==> src/rtl/ppreg_pkg.sv <==
package ppreg_pkg;
  localparam int IDX_W   = 7;
  localparam int BYTE_W  = 8;
  localparam int MAX_OPS = 9;
  localparam int OPI_W   = $clog2(MAX_OPS);

  localparam logic [BYTE_W-1:0] KEY_RD_NIB  = 8'h39;
  localparam logic [BYTE_W-1:0] KEY_RD_53   = 8'h31;
  localparam logic [BYTE_W-1:0] KEY_RD_BYTE = 8'h29;
  localparam logic [BYTE_W-1:0] KEY_WR      = 8'h19;
  localparam logic [BYTE_W-1:0] CTL_PARK    = 8'h04;
  localparam logic [BYTE_W-1:0] RD_ILLEGAL  = 8'hFF;

  typedef enum logic [1:0] {
    XM_NIBBLE = 2'd0,
    XM_FIVE3  = 2'd1,
    XM_BYTE   = 2'd2,
    XM_RSVD   = 2'd3
  } xfer_mode_e;

  typedef enum logic [2:0] {
    OP_DATA,
    OP_CTRL,
    OP_GRAB_A_STAT,
    OP_GRAB_B_STAT,
    OP_GRAB_B_CTLIN,
    OP_GRAB_A_DATA
  } op_kind_e;

  typedef struct packed {
    op_kind_e          kind;
    logic [BYTE_W-1:0] val;
    logic              last;
  } op_t;

  typedef enum logic {ST_IDLE, ST_RUN} seq_state_e;
endpackage

==> src/rtl/ppreg_script.sv <==
module ppreg_script
  import ppreg_pkg::*;
(
  input  xfer_mode_e        mode,
  input  logic              is_write,
  input  logic [BYTE_W-1:0] addr_enc,
  input  logic [BYTE_W-1:0] wdata,
  input  logic [OPI_W-1:0]  idx,
  output op_t               op
);
  function automatic op_t mk(op_kind_e k, logic [BYTE_W-1:0] v, logic l);
    op_t o;
    o.kind = k;
    o.val  = v;
    o.last = l;
    return o;
  endfunction

  logic [BYTE_W-1:0] addr_lo;
  logic [BYTE_W-1:0] addr_hi;

  assign addr_lo = addr_enc & 8'h37;
  assign addr_hi = addr_enc | 8'hF0;

  always_comb begin
    op = mk(OP_CTRL, CTL_PARK, 1'b1);
    if (is_write) begin
      case (int'(idx))
        0: op = mk(OP_DATA, addr_enc, 1'b0);
        1: op = mk(OP_CTRL, 8'h01,    1'b0);
        2: op = mk(OP_DATA, wdata,    1'b0);
        3: op = mk(OP_CTRL, 8'h03,    1'b0);
        default: op = mk(OP_CTRL, CTL_PARK, 1'b1);
      endcase
    end else begin
      case (mode)
        XM_NIBBLE: begin
          case (int'(idx))
            0: op = mk(OP_DATA,        addr_enc, 1'b0);
            1: op = mk(OP_CTRL,        8'h01,    1'b0);
            2: op = mk(OP_CTRL,        8'h03,    1'b0);
            3: op = mk(OP_DATA,        addr_enc, 1'b0);
            4: op = mk(OP_GRAB_A_STAT, 8'h00,    1'b0);
            5: op = mk(OP_CTRL,        8'h01,    1'b0);
            6: op = mk(OP_GRAB_B_STAT, 8'h00,    1'b0);
            default: op = mk(OP_CTRL, CTL_PARK, 1'b1);
          endcase
        end
        XM_FIVE3: begin
          case (int'(idx))
            0: op = mk(OP_DATA,         addr_enc, 1'b0);
            1: op = mk(OP_CTRL,         8'h01,    1'b0);
            2: op = mk(OP_DATA,         addr_lo,  1'b0);
            3: op = mk(OP_CTRL,         8'h03,    1'b0);
            4: op = mk(OP_CTRL,         8'h05,    1'b0);
            5: op = mk(OP_DATA,         addr_hi,  1'b0);
            6: op = mk(OP_GRAB_A_STAT,  8'h00,    1'b0);
            7: op = mk(OP_GRAB_B_CTLIN, 8'h00,    1'b0);
            default: op = mk(OP_CTRL, CTL_PARK, 1'b1);
          endcase
        end
        XM_BYTE: begin
          case (int'(idx))
            0: op = mk(OP_DATA,        addr_enc, 1'b0);
            1: op = mk(OP_CTRL,        8'h01,    1'b0);
            2: op = mk(OP_CTRL,        8'h21,    1'b0);
            3: op = mk(OP_CTRL,        8'h23,    1'b0);
            4: op = mk(OP_GRAB_A_DATA, 8'h00,    1'b0);
            default: op = mk(OP_CTRL, CTL_PARK, 1'b1);
          endcase
        end
        default: op = mk(OP_CTRL, CTL_PARK, 1'b1);
      endcase
    end
  end
endmodule

==> src/rtl/ppreg_steptimer.sv <==
module ppreg_steptimer #(
  parameter int STEP_W = 8
) (
  input  logic              clk,
  input  logic              rst_n,
  input  logic              clr,
  input  logic              en,
  input  logic [STEP_W-1:0] len,
  output logic              step_end
);
  logic [STEP_W-1:0] cnt_q, cnt_d;
  logic [STEP_W-1:0] lim;

  assign lim      = (len == '0) ? '0 : len - 1'b1;
  assign step_end = en && (cnt_q == lim);

  always_comb begin
    cnt_d = cnt_q;
    if (clr)           cnt_d = '0;
    else if (step_end) cnt_d = '0;
    else if (en)       cnt_d = cnt_q + 1'b1;
  end

  always_ff @(posedge clk or negedge rst_n) begin
    if (!rst_n) cnt_q <= '0;
    else        cnt_q <= cnt_d;
  end
endmodule

==> src/rtl/ppreg_assemble.sv <==
module ppreg_assemble
  import ppreg_pkg::*;
(
  input  xfer_mode_e        mode,
  input  logic [BYTE_W-1:0] frag_a,
  input  logic [BYTE_W-1:0] frag_b,
  output logic [BYTE_W-1:0] result
);
  always_comb begin
    case (mode)
      XM_NIBBLE: result = {frag_b[7:4], frag_a[7:4]};
      XM_FIVE3:  result = {frag_b[3:1], frag_a[7:3]};
      XM_BYTE:   result = frag_a;
      default:   result = RD_ILLEGAL;
    endcase
  end
endmodule

==> src/rtl/ppreg_seq.sv <==
module ppreg_seq
  import ppreg_pkg::*;
#(
  parameter int STEP_W = 8
) (
  input  logic              clk,
  input  logic              rst_n,
  input  logic              req_valid,
  input  logic              req_write,
  input  logic              req_ctl_file,
  input  logic [6:0]        req_index,
  input  logic [7:0]        req_wdata,
  input  logic [1:0]        req_mode,
  input  logic [STEP_W-1:0] step_len,
  input  logic [7:0]        status_in,
  input  logic [7:0]        ctlin_in,
  input  logic [7:0]        pdata_in,
  output logic [7:0]        pd_out,
  output logic [7:0]        ctl_out,
  output logic              busy,
  output logic              done,
  output logic [7:0]        rdata
);
  // reset: asserted asynchronously, released on a clock edge
  logic [1:0] rsync_q;
  logic       rst_core_n;

  always_ff @(posedge clk or negedge rst_n) begin
    if (!rst_n) rsync_q <= 2'b00;
    else        rsync_q <= {rsync_q[0], 1'b1};
  end
  assign rst_core_n = rsync_q[1];

  seq_state_e        state_q, state_d;
  logic [OPI_W-1:0]  idx_q, idx_d;
  xfer_mode_e        mode_q, mode_d;
  logic              wr_q, wr_d;
  logic [BYTE_W-1:0] addr_q, addr_d;
  logic [BYTE_W-1:0] wd_q, wd_d;
  logic [STEP_W-1:0] len_q, len_d;
  logic [BYTE_W-1:0] pd_q, pd_d;
  logic [BYTE_W-1:0] ctl_q, ctl_d;
  logic [BYTE_W-1:0] fa_q, fa_d;
  logic [BYTE_W-1:0] fb_q, fb_d;
  logic [BYTE_W-1:0] rd_q, rd_d;
  logic              done_q, done_d;

  logic              accept;
  logic              step_end;
  op_t               cur_op;
  logic [BYTE_W-1:0] assembled;
  xfer_mode_e        req_mode_e;
  logic [BYTE_W-1:0] key;

  assign req_mode_e = xfer_mode_e'(req_mode);
  assign accept     = req_valid && (state_q == ST_IDLE);

  always_comb begin
    if (req_write) key = KEY_WR;
    else begin
      case (req_mode_e)
        XM_NIBBLE: key = KEY_RD_NIB;
        XM_FIVE3:  key = KEY_RD_53;
        default:   key = KEY_RD_BYTE;
      endcase
    end
  end

  ppreg_steptimer #(.STEP_W(STEP_W)) u_timer (
    .clk      (clk),
    .rst_n    (rst_core_n),
    .clr      (accept),
    .en       (state_q == ST_RUN),
    .len      (len_q),
    .step_end (step_end)
  );

  ppreg_script u_script (
    .mode     (mode_q),
    .is_write (wr_q),
    .addr_enc (addr_q),
    .wdata    (wd_q),
    .idx      (idx_q),
    .op       (cur_op)
  );

  ppreg_assemble u_asm (
    .mode   (mode_q),
    .frag_a (fa_q),
    .frag_b (fb_q),
    .result (assembled)
  );

  always_comb begin
    state_d = state_q;
    idx_d   = idx_q;
    mode_d  = mode_q;
    wr_d    = wr_q;
    addr_d  = addr_q;
    wd_d    = wd_q;
    len_d   = len_q;
    pd_d    = pd_q;
    ctl_d   = ctl_q;
    fa_d    = fa_q;
    fb_d    = fb_q;
    rd_d    = rd_q;
    done_d  = 1'b0;
    if (accept) begin
      if (req_mode_e == XM_RSVD) begin
        done_d = 1'b1;
        rd_d   = RD_ILLEGAL;
      end else begin
        state_d = ST_RUN;
        idx_d   = '0;
        mode_d  = req_mode_e;
        wr_d    = req_write;
        addr_d  = {req_ctl_file, req_index} ^ key;
        wd_d    = req_wdata;
        len_d   = step_len;
      end
    end else if (state_q == ST_RUN && step_end) begin
      case (cur_op.kind)
        OP_DATA:         pd_d  = cur_op.val;
        OP_CTRL:         ctl_d = cur_op.val;
        OP_GRAB_A_STAT:  fa_d  = status_in;
        OP_GRAB_B_STAT:  fb_d  = status_in;
        OP_GRAB_B_CTLIN: fb_d  = ctlin_in;
        OP_GRAB_A_DATA:  fa_d  = pdata_in;
        default:         ctl_d = ctl_q;
      endcase
      if (cur_op.last) begin
        state_d = ST_IDLE;
        done_d  = 1'b1;
        if (!wr_q) rd_d = assembled;
      end else begin
        idx_d = idx_q + 1'b1;
      end
    end
  end

  always_ff @(posedge clk or negedge rst_core_n) begin
    if (!rst_core_n) begin
      state_q <= ST_IDLE;
      idx_q   <= '0;
      mode_q  <= XM_NIBBLE;
      wr_q    <= 1'b0;
      addr_q  <= '0;
      wd_q    <= '0;
      len_q   <= '0;
      pd_q    <= '0;
      ctl_q   <= CTL_PARK;
      fa_q    <= '0;
      fb_q    <= '0;
      rd_q    <= '0;
      done_q  <= 1'b0;
    end else begin
      state_q <= state_d;
      idx_q   <= idx_d;
      mode_q  <= mode_d;
      wr_q    <= wr_d;
      addr_q  <= addr_d;
      wd_q    <= wd_d;
      len_q   <= len_d;
      pd_q    <= pd_d;
      ctl_q   <= ctl_d;
      fa_q    <= fa_d;
      fb_q    <= fb_d;
      rd_q    <= rd_d;
      done_q  <= done_d;
    end
  end

  assign pd_out  = pd_q;
  assign ctl_out = ctl_q;
  assign busy    = (state_q == ST_RUN);
  assign done    = done_q;
  assign rdata   = rd_q;
endmodule

==> config.mk <==
export PLATFORM = sky130hd
export DESIGN_NAME = ppreg_seq
export DESIGN_NICKNAME = d
export VERILOG_FILES = /design/src/rtl/ppreg_pkg.sv /design/src/rtl/ppreg_script.sv /design/src/rtl/ppreg_steptimer.sv /design/src/rtl/ppreg_assemble.sv /design/src/rtl/ppreg_seq.sv
export SDC_FILE = /design/constraint.sdc
export NUM_CORES = 1
export LEC_CHECK = 0
export BUFFER_PORTS_ARGS = -buffer_cell sky130_fd_sc_hd__buf_2
export CORE_MARGIN = 1.5
export CORE_UTILIZATION = 50
export CTS_BUF_LIST = sky130_fd_sc_hd__clkbuf_16
export CTS_CLUSTER_SIZE = 30
export DETAILED_ROUTE_END_ITERATION = 12
export PLACE_DENSITY_LB_ADDON = 0.1
export SYNTH_ARGS = -nofsm -noshare
export SYNTH_HDL_FRONTEND = slang
export SYNTH_SLANG_ARGS = --single-unit
==> constraint.sdc <==
create_clock -name clk -period 4.89 [get_ports clk]
set_clock_uncertainty 0.2 [all_clocks]
set_input_delay 0.2445 -clock clk [delete_from_list [all_inputs] [get_ports clk]]
set_output_delay 0.2445 -clock clk [all_outputs]
set_load 0.02 [all_outputs]
==> metrics.md, run 1 <==
| Metric | Value |
|---|---|
| Total I/O pin count | 80 |
| Mux cell area share after synthesis | 0.132 |
| Cell leakage power | 2.64 nW |
| Total gr overflow | 0 |
| TritonCTS buffer count | 9 |
| Max-cap viol count | 0 |
| Pint | 1.79 mW |
| # diodes | 0 |
| Crit Path Category | flip-flop to flip-flop |
| R2R Setup Slk | 1.00 ns |
| Post-synth EDFFs | 0 |
| Post-route ant nets | 0 |
| Clk sink count | 82 |
| RSZ-0062 raised after global routing | false |
| CTS tree | done |
| PwrDens | 531 mW/mm^2 |
| Htree depth | 3 |
| Reg power frac | 0.372 |
| Worst path cell trace | inv_1, ha_1, nor3b_2, a221o_1, o211ai_1, or3_1, a21boi_2, mux2_2 |
| Worst setup SP type | flip-flop |
| Sequential area share after synthesis | 0.420 |
| Finished Layout Cells | 742 |
| Worst-path clk slew | ~0.060 ns |
| YS warnings | 0 |
| Flops & latches, synth | 82 |
| Average routed wire per standard cell | 16.5 um |
| Slowest cell on crit path | nor3b_2 |
| Switching Share | 0.423 |
| Vias | roughly 4400 |
| Post-layout util | 0.625 |
| Fmax | 0.257 GHz |
| Syn avg cell area | slightly above 9 sq um |
| Tot GR Track Use | 0.252 |
| P_sw | 1.32 mW |
| Status | finished clean |
| Vias per std cell | 5.88 |
| Vias in the first global route | approximately 4000 |
| Final hold vios | 0 |
| Worst-path maximum fanout | 14 |
| Drt first pass iters | 5 |
| Initial core utilization | 0.522 |
| Crit path DAT | 3.91 ns |
| Aggregate negative setup slack | 0 ns |
| Routed wire length | 12.3 mm |
| Fin crit share | 0.795 |
| Post-DP HPWL | 8.32 mm |
| Rows | 35 |
| Filler cell count | about 830 |
| DRT iter0 DRCs | 320 |
| Largest net degree at the start of global routing | 81 |
| FF+latch area | 0.00206 sq mm |
| Max Slew Vio Count | 0 |
| # setup viols final | 0 |
| Share of cells above drive strength 1 | 0.264 |
| Placed cell count | 704 |
| Comb power frac | 0.415 |
| CP required | 4.91 ns |
| Core area | 0.00937 sq mm |
| First-pass GRT wire length | 20.4 mm |
| Clk pwr share | 0.213 |
| Die ar. | 0.0104 sq mm |
| Critical Path End Type | flip-flop |
| Fin Hold WS | 0.00288 ns |
| Net count after synthesis | just under 600 |
| Measured slew at the worst slew-check pin | 1.08 ns |
| Initial antenna violation count | 0 |
| Worst skew pair latency | about 0.34 ns |
| Area Overhead vs Synth | 19.6% |
| Compound-gate portion of the synthesized area | 0.163 |
| Post-Synth XOR/XNOR Area | 0.0215 |
| Unique cell type count in the Yosys netlist | 62 |
| Max IR drop VDD | 0.209 mV |
| DRC | 0 |
| Multi-input logic area | 0.00267 sq mm |
| Largest family of logic cells by synthesized area | simple AND/OR/NAND/NOR gates |
| Max Root-Sink Buffers | 2 |
| Port Buf Inserts | 78 |
| Slew margin rel. | 0.278 |
| Die Wd | a little over 100 um |
| Asr flop ratio synth | 1.00 |
| Post-Synth Simple-Gate Area | 0.211 |
| Post-synthesis cell count | ~530 |
| Routability cong. | 0.872 |
| Die Y | 102 um |
| Root buffer cell | clkbuf_16 |
| CP peak stage delay | 0.64 ns |
| Minimum clock period after layout | just under 4 ns |
| Primary FF master, synth | dfrtp_1 |
| Mapped cell area | roughly 0.0049 sq mm |
| Hold Crit Class | primary input to flip-flop |
| Post-Synth Adder-Cell Area | 0.0153 |
| Final nets | about 670 |
-- placed cells by master, fill, tap and decap left out, types with 12 or more instances in the layout --
| master | n |
|---|---|
| o21ai_0 | 25 |
| dlygate4sd3_1 | 22 |
| nor3_1 | 15 |
| dfrtp_1 | 80 |
| a21oi_1 | 26 |
| nand2_1 | 92 |
| o22ai_1 | 14 |
| inv_1 | 13 |
| nor2_1 | 32 |
| mux2_2 | 52 |
| buf_2 | 78 |
| nand3_1 | 12 |
-- worst max-delay path, delay by kind of cell (launching register included) --
kind	cells	cell delay (ns)
and+or+nand+nor	2	1.24
adders and majority gates	1	0.50
muxes	1	0.38
AOI/OAI and AO/OA	3	0.88
DFF	1	0.41
buffers and inverters	1	0.16
-- power groups by stage --
stage | Sequential, mW | Clock (mW) | Combinational, mW
global route | 1.20 | 0.706 | 1.45
CTS | 1.15 | 0.673 | 1.28
finish | 1.16 | 0.663 | 1.29
floorplan | 1.09 | 0 | 0.985
detailed placement | 1.16 | 0 | 1.26
global placement | 1.15 | 0 | 1.23
-- cell type report --
type                            count  area share
Inverter                           11     0.00705
Timing Repair Buffer              104       0.109
Clock inverter                      7      0.0107
Tap cell                          129      0.0276
Clock buffer                        9      0.0385
Sequential cell                    82       0.351
Multi-Input combinational cell    400       0.455
-- flip-flops by register name (all words and copies together) (netlist names) --
| register | flops |
|---|---|
| rdata | 8 |
| addr_q | 8 |
| u_timer.cnt_q | 8 |
| idx_q | 4 |
| len_q | 8 |
| pd_out | 8 |
| rsync_q | 2 |
| fb_q | 7 |
| mode_q | 2 |
| busy | 1 |
| done | 1 |
| wr_q | 1 |
| ctl_out | 8 |
| wd_q | 8 |
| fa_q | 8 |
-- per-layer routing --
| metal | vias up | track usage | part of all wire |
|---|---|---|---|
| met2 | 140 | 0.405 | 0.48 |
| met1 | 2139 | 0.357 | 0.47 |
| met5 | - | 0 | 0 |
| li1 | 2067 | - | - |
| met3 | 20 | 0.0356 | 0.044 |
| met4 | 0 | 0.0727 | 0.013 |
-- per-stage QoR --
| step | power, mW | area (sq um) | setup slack (ns) |
|---|---|---|---|
| 2_1_floorplan | 2.07 | 4890 | 1.75 |
| 3_3_place_gp | 2.39 | 5350 | 1.11 |
| 3_5_place_dp | 2.42 | 5350 | 1.05 |
| 4_1_cts | 3.11 | 5850 | 1.03 |
| 5_1_grt | 3.35 | 5850 | 0.770 |
| 6_report | 3.11 | 5850 | 1.00 |
-- cell usage after synthesis, types with 3 or more instances --
master	n	area, sq um
a211oi_1	4	30.0
a21oi_1	27	135
a22oi_1	6	45.0
buf_2	4	20.0
clkbuf_1	29	109
dfrtp_1	81	2030
ha_1	6	75.1
inv_1	11	41.3
mux2_2	52	586
mux2i_1	6	60.1
nand2_1	92	345
nand2b_1	6	37.5
nand3_1	12	60.1
nor2_1	32	120
nor2b_1	7	43.8
nor3_1	15	75.1
nor3b_1	4	30.0
nor4_1	5	31.3
o2111ai_1	7	61.3
o211ai_1	5	37.5
o21ai_0	25	125
o22ai_1	14	87.6
o32ai_1	8	70.1
or2_2	3	18.8
or3_1	5	31.3
or4_1	3	22.5
xnor2_1	7	61.3
xor2_1	5	43.8
-- logic make-up (layout without fill, tap and decap cells) --
group,after synthesis,count (layout)
mux,58,58
compound gates,120,120
fa+ha+maj,6,6
xor+xnor,12,12
simple gates,203,203
flops,82,82
buf+inv,46,131
other cells,1,1
-- worst paths after layout --
kind | startpoint | endpoint | cells past startpoint
setup / recovery | idx_q[0] | fb_q[5] | 8
hold / removal | req_write | wr_q | 3
setup reg to reg | idx_q[0] | fb_q[5] | 8
hold reg to reg | rsync_q[0] | rsync_q[1] | 0
max in group asynchronous | rsync_q[1] | addr_q[5] | 0
min in group asynchronous | rst_n | rsync_q[1] | 2
-- timing repair --
action / 4_1_cts / 5_1_grt
buffers inserted: 0 / 0
resized for setup: 0 / 0
hold buffers: 22 / 0
endpoints found under the hold margin: 23 / 0
Note: power is estimated with default switching activity, not from simulation.
==> run 2: changes to the inputs <==
clock period = 3.9 ns   (was 4.89 ns; I/O delays follow)
==> metrics.md, run 2 (synthesis results as in run 1) <==
| Metric | Value |
|---|---|
| CP required | 3.92 ns (-0.99 ns) |
| Vias | 4351 (-0.34%) |
| Worst reg2reg endpoint | ctl_out[6] |
| Aggregate negative setup slack | 0 ns (unchanged) |
| Fin crit share | 0.941 (+0.146) |
| Measured slew at the worst slew-check pin | 1.10 ns (+0.0219 ns) |
| Max IR drop VDD | 0.289 mV (+38%) |
| Status | finished clean |
| Initial core utilization | 0.522 (unchanged) |
| Final nets | 683 (+2.2%) |
| Worst-path clk slew | 0.06 ns (about the same) |
| Worst skew pair latency | 0.34 ns (about the same) |
| Htree depth | 3 (unchanged) |
| FF+latch area | 0.00206 sq mm (unchanged) |
| Max Slew Vio Count | 0 (unchanged) |
| Top layer used by detailed routing | met4 |
| Worst setup slack after layout | 0.230 ns (-0.770 ns) |
| R2R depth | 9 (+1) |
| Setup WS pre-CTS | 0.258 ns (-0.793 ns) |
| Routed wire length | 12.8 mm (+4.5%) |
| Die Y | 102 um (unchanged) |
| PwrDens | 671 mW/mm^2 (+26%) |
| TritonCTS buffer count | 9 (unchanged) |
| Design Area, Final | 0.00600 sq mm (+2.5%) |
| WHS Endpoint | fa_q[6] |
| Fmax | 0.273 GHz (+6.0%) |
| Final hold vios | 0 (unchanged) |
| Met3 wire len | 549 um (+0.92%) |
| Filler cell count | 827 (+0.12%) |
| CP peak stage delay | 0.82 ns (+0.18 ns) |
| Wl on met1 | 5.83 mm (+2.2%) |
| Share of cells above drive strength 1 | 0.275 (+0.0112) |
| Routability cong. | 0.919 (+5.4%) |
| Max Root-Sink Buffers | 2 (unchanged) |
| CTS tree | done |
| Vias per std cell | 5.75 (-2.3%) |
| Worst r2r src | len_q[0] |
| Port Buf Inserts | 78 (unchanged) |
| Post-route ant nets | 0 (unchanged) |
| Die Wd | 102 um (unchanged) |
| Slew margin rel. | 0.263 (-0.0147) |
| Met2 Routed Length | 6.18 mm (+5.5%) |
| Crit path DAT | 3.69 ns (-0.22 ns) |
| Rows | 35 (unchanged) |
| Post-DP HPWL | 8.70 mm (+4.5%) |
| Tot GR Track Use | 0.267 (+0.0147) |
| First-pass GRT wire length | 21.4 mm (+4.7%) |
| RSZ-0062 raised after global routing | false |
| Area Overhead vs Synth | 22.7% |
| Hold Crit Class | primary input to flip-flop |
| Multi-input logic area | 0.00267 sq mm (unchanged) |
| Worst path cell trace | inv_1, ha_1, nor4b_4, nor2_1, mux2i_1, xnor2_1, or4_1, nor3_4, mux2_2 |
| Core area | 0.00937 sq mm (unchanged) |
| Worst setup SP type | flip-flop |
| Critical Path End Type | flip-flop |
| Post-layout util | 0.640 (+0.0158) |
| Fin Hold WS | 0.00997 ns (+0.00709 ns) |
| Vias in the first global route | 4254 (+5.7%) |
| Area after DPL | 0.00542 sq mm (+1.4%) |
| # diodes | 0 (unchanged) |
| # setup viols final | 0 (unchanged) |
| Largest net degree at the start of global routing | 81 (unchanged) |
| Commonest non-fill, non-tap cells in the layout | nand2_1 (92), dfrtp_1 (80), buf_2 (78) |
| Die ar. | 0.0104 sq mm (unchanged) |
| Root buffer cell | clkbuf_16 |
| R2R Setup Slk | 0.23 ns (-0.77 ns) |
| DRC | 0 (unchanged) |
| Commonest non-fill, non-tap cell in the layout | nand2_1 |
| Crit Path Category | flip-flop to flip-flop |
| Total I/O pin count | 80 (unchanged) |
| Total gr overflow | 0 (unchanged) |
| DRT iter0 DRCs | 233 (-27%) |
| Max-cap viol count | 0 (unchanged) |
| Minimum clock period after layout | 3.67 ns (-0.220 ns) |
| Worst-path maximum fanout | 13 (-1) |
| Drt first pass iters | 5 (unchanged) |
| Slowest cell on crit path | or4_1 |
| Clk sink count | 82 (unchanged) |
| Hold Startpoint | pdata_in[6] |
| Worst hold path cell count | 3 (unchanged) |
| Cell leakage power | 2.72 nW (+3.0%) |
| Average routed wire per standard cell | 16.9 um (+2.4%) |
| Initial antenna violation count | 0 (unchanged) |
==> run 2: worst max-delay path: cells and delay by family, from the launching register on <==
| family | cells | cell delay, ns |
|---|---|---|
| buffers and inverters | 1 | 0.09 |
| and+or+nand+nor | 4 | 1.82 |
| adders and majority gates | 1 | 0.27 |
| muxes | 2 | 0.64 |
| xor gates and xnor gates | 1 | 0.11 |
| DFF | 1 | 0.42 |
==> run 2: report_power, final <==
| part | switching [mW] | total [mW] | internal (mW) |
|---|---|---|---|
| clock | 0.338 | 0.892 | 0.554 |
| combinational | 0.980 | 1.69 | 0.712 |
| sequential | 0.357 | 1.44 | 1.09 |
==> run 2: how the worst max path moves through the flow <==
stage	from	endpoint	cells after the start	slack, ns
after floorplan	len_q[2]	pd_out[0]	9	0.76
after global placement	len_q[0]	ctl_out[6]	8	0.35
final	len_q[0]	ctl_out[6]	9	0.23
after detailed placement	len_q[0]	ctl_out[6]	9	0.26
after CTS	len_q[0]	ctl_out[6]	8	0.24
after global routing	len_q[2]	ctl_out[6]	7	0.04
==> run 2: timing repair <==
item | CTS | global route
endpoints found under the setup margin | 0 | 0
hold endpoints to repair | 27 | 0
gates resized for setup | 0 | 0
buffers inserted | 0 | 0
hold buffers | 27 | 0
==> run 2: stage by stage <==
stage                     power [mW]  cells
after floorplan                 2.60    528
after global placement          3.04    714
after detailed placement        3.09    714
after CTS                       4.02    757
after global routing            4.31    757
final                           4.03    757
==> run 2: final cells by class <==
type,instances,area share
clock buffer,9,0.0375
timing repair buffer,119,0.128
inverter,11,0.00688
sequential,82,0.343
multi-input combinational,400,0.444
tap,129,0.0269
clock inverter,7,0.0142
==> run 2: routing by layer <==
layer	GRT usage	up-vias
li1	-	2088
met1	0.359	2123
met2	0.438	120
met3	0.0458	20
met4	0.0896	0
met5	0	-
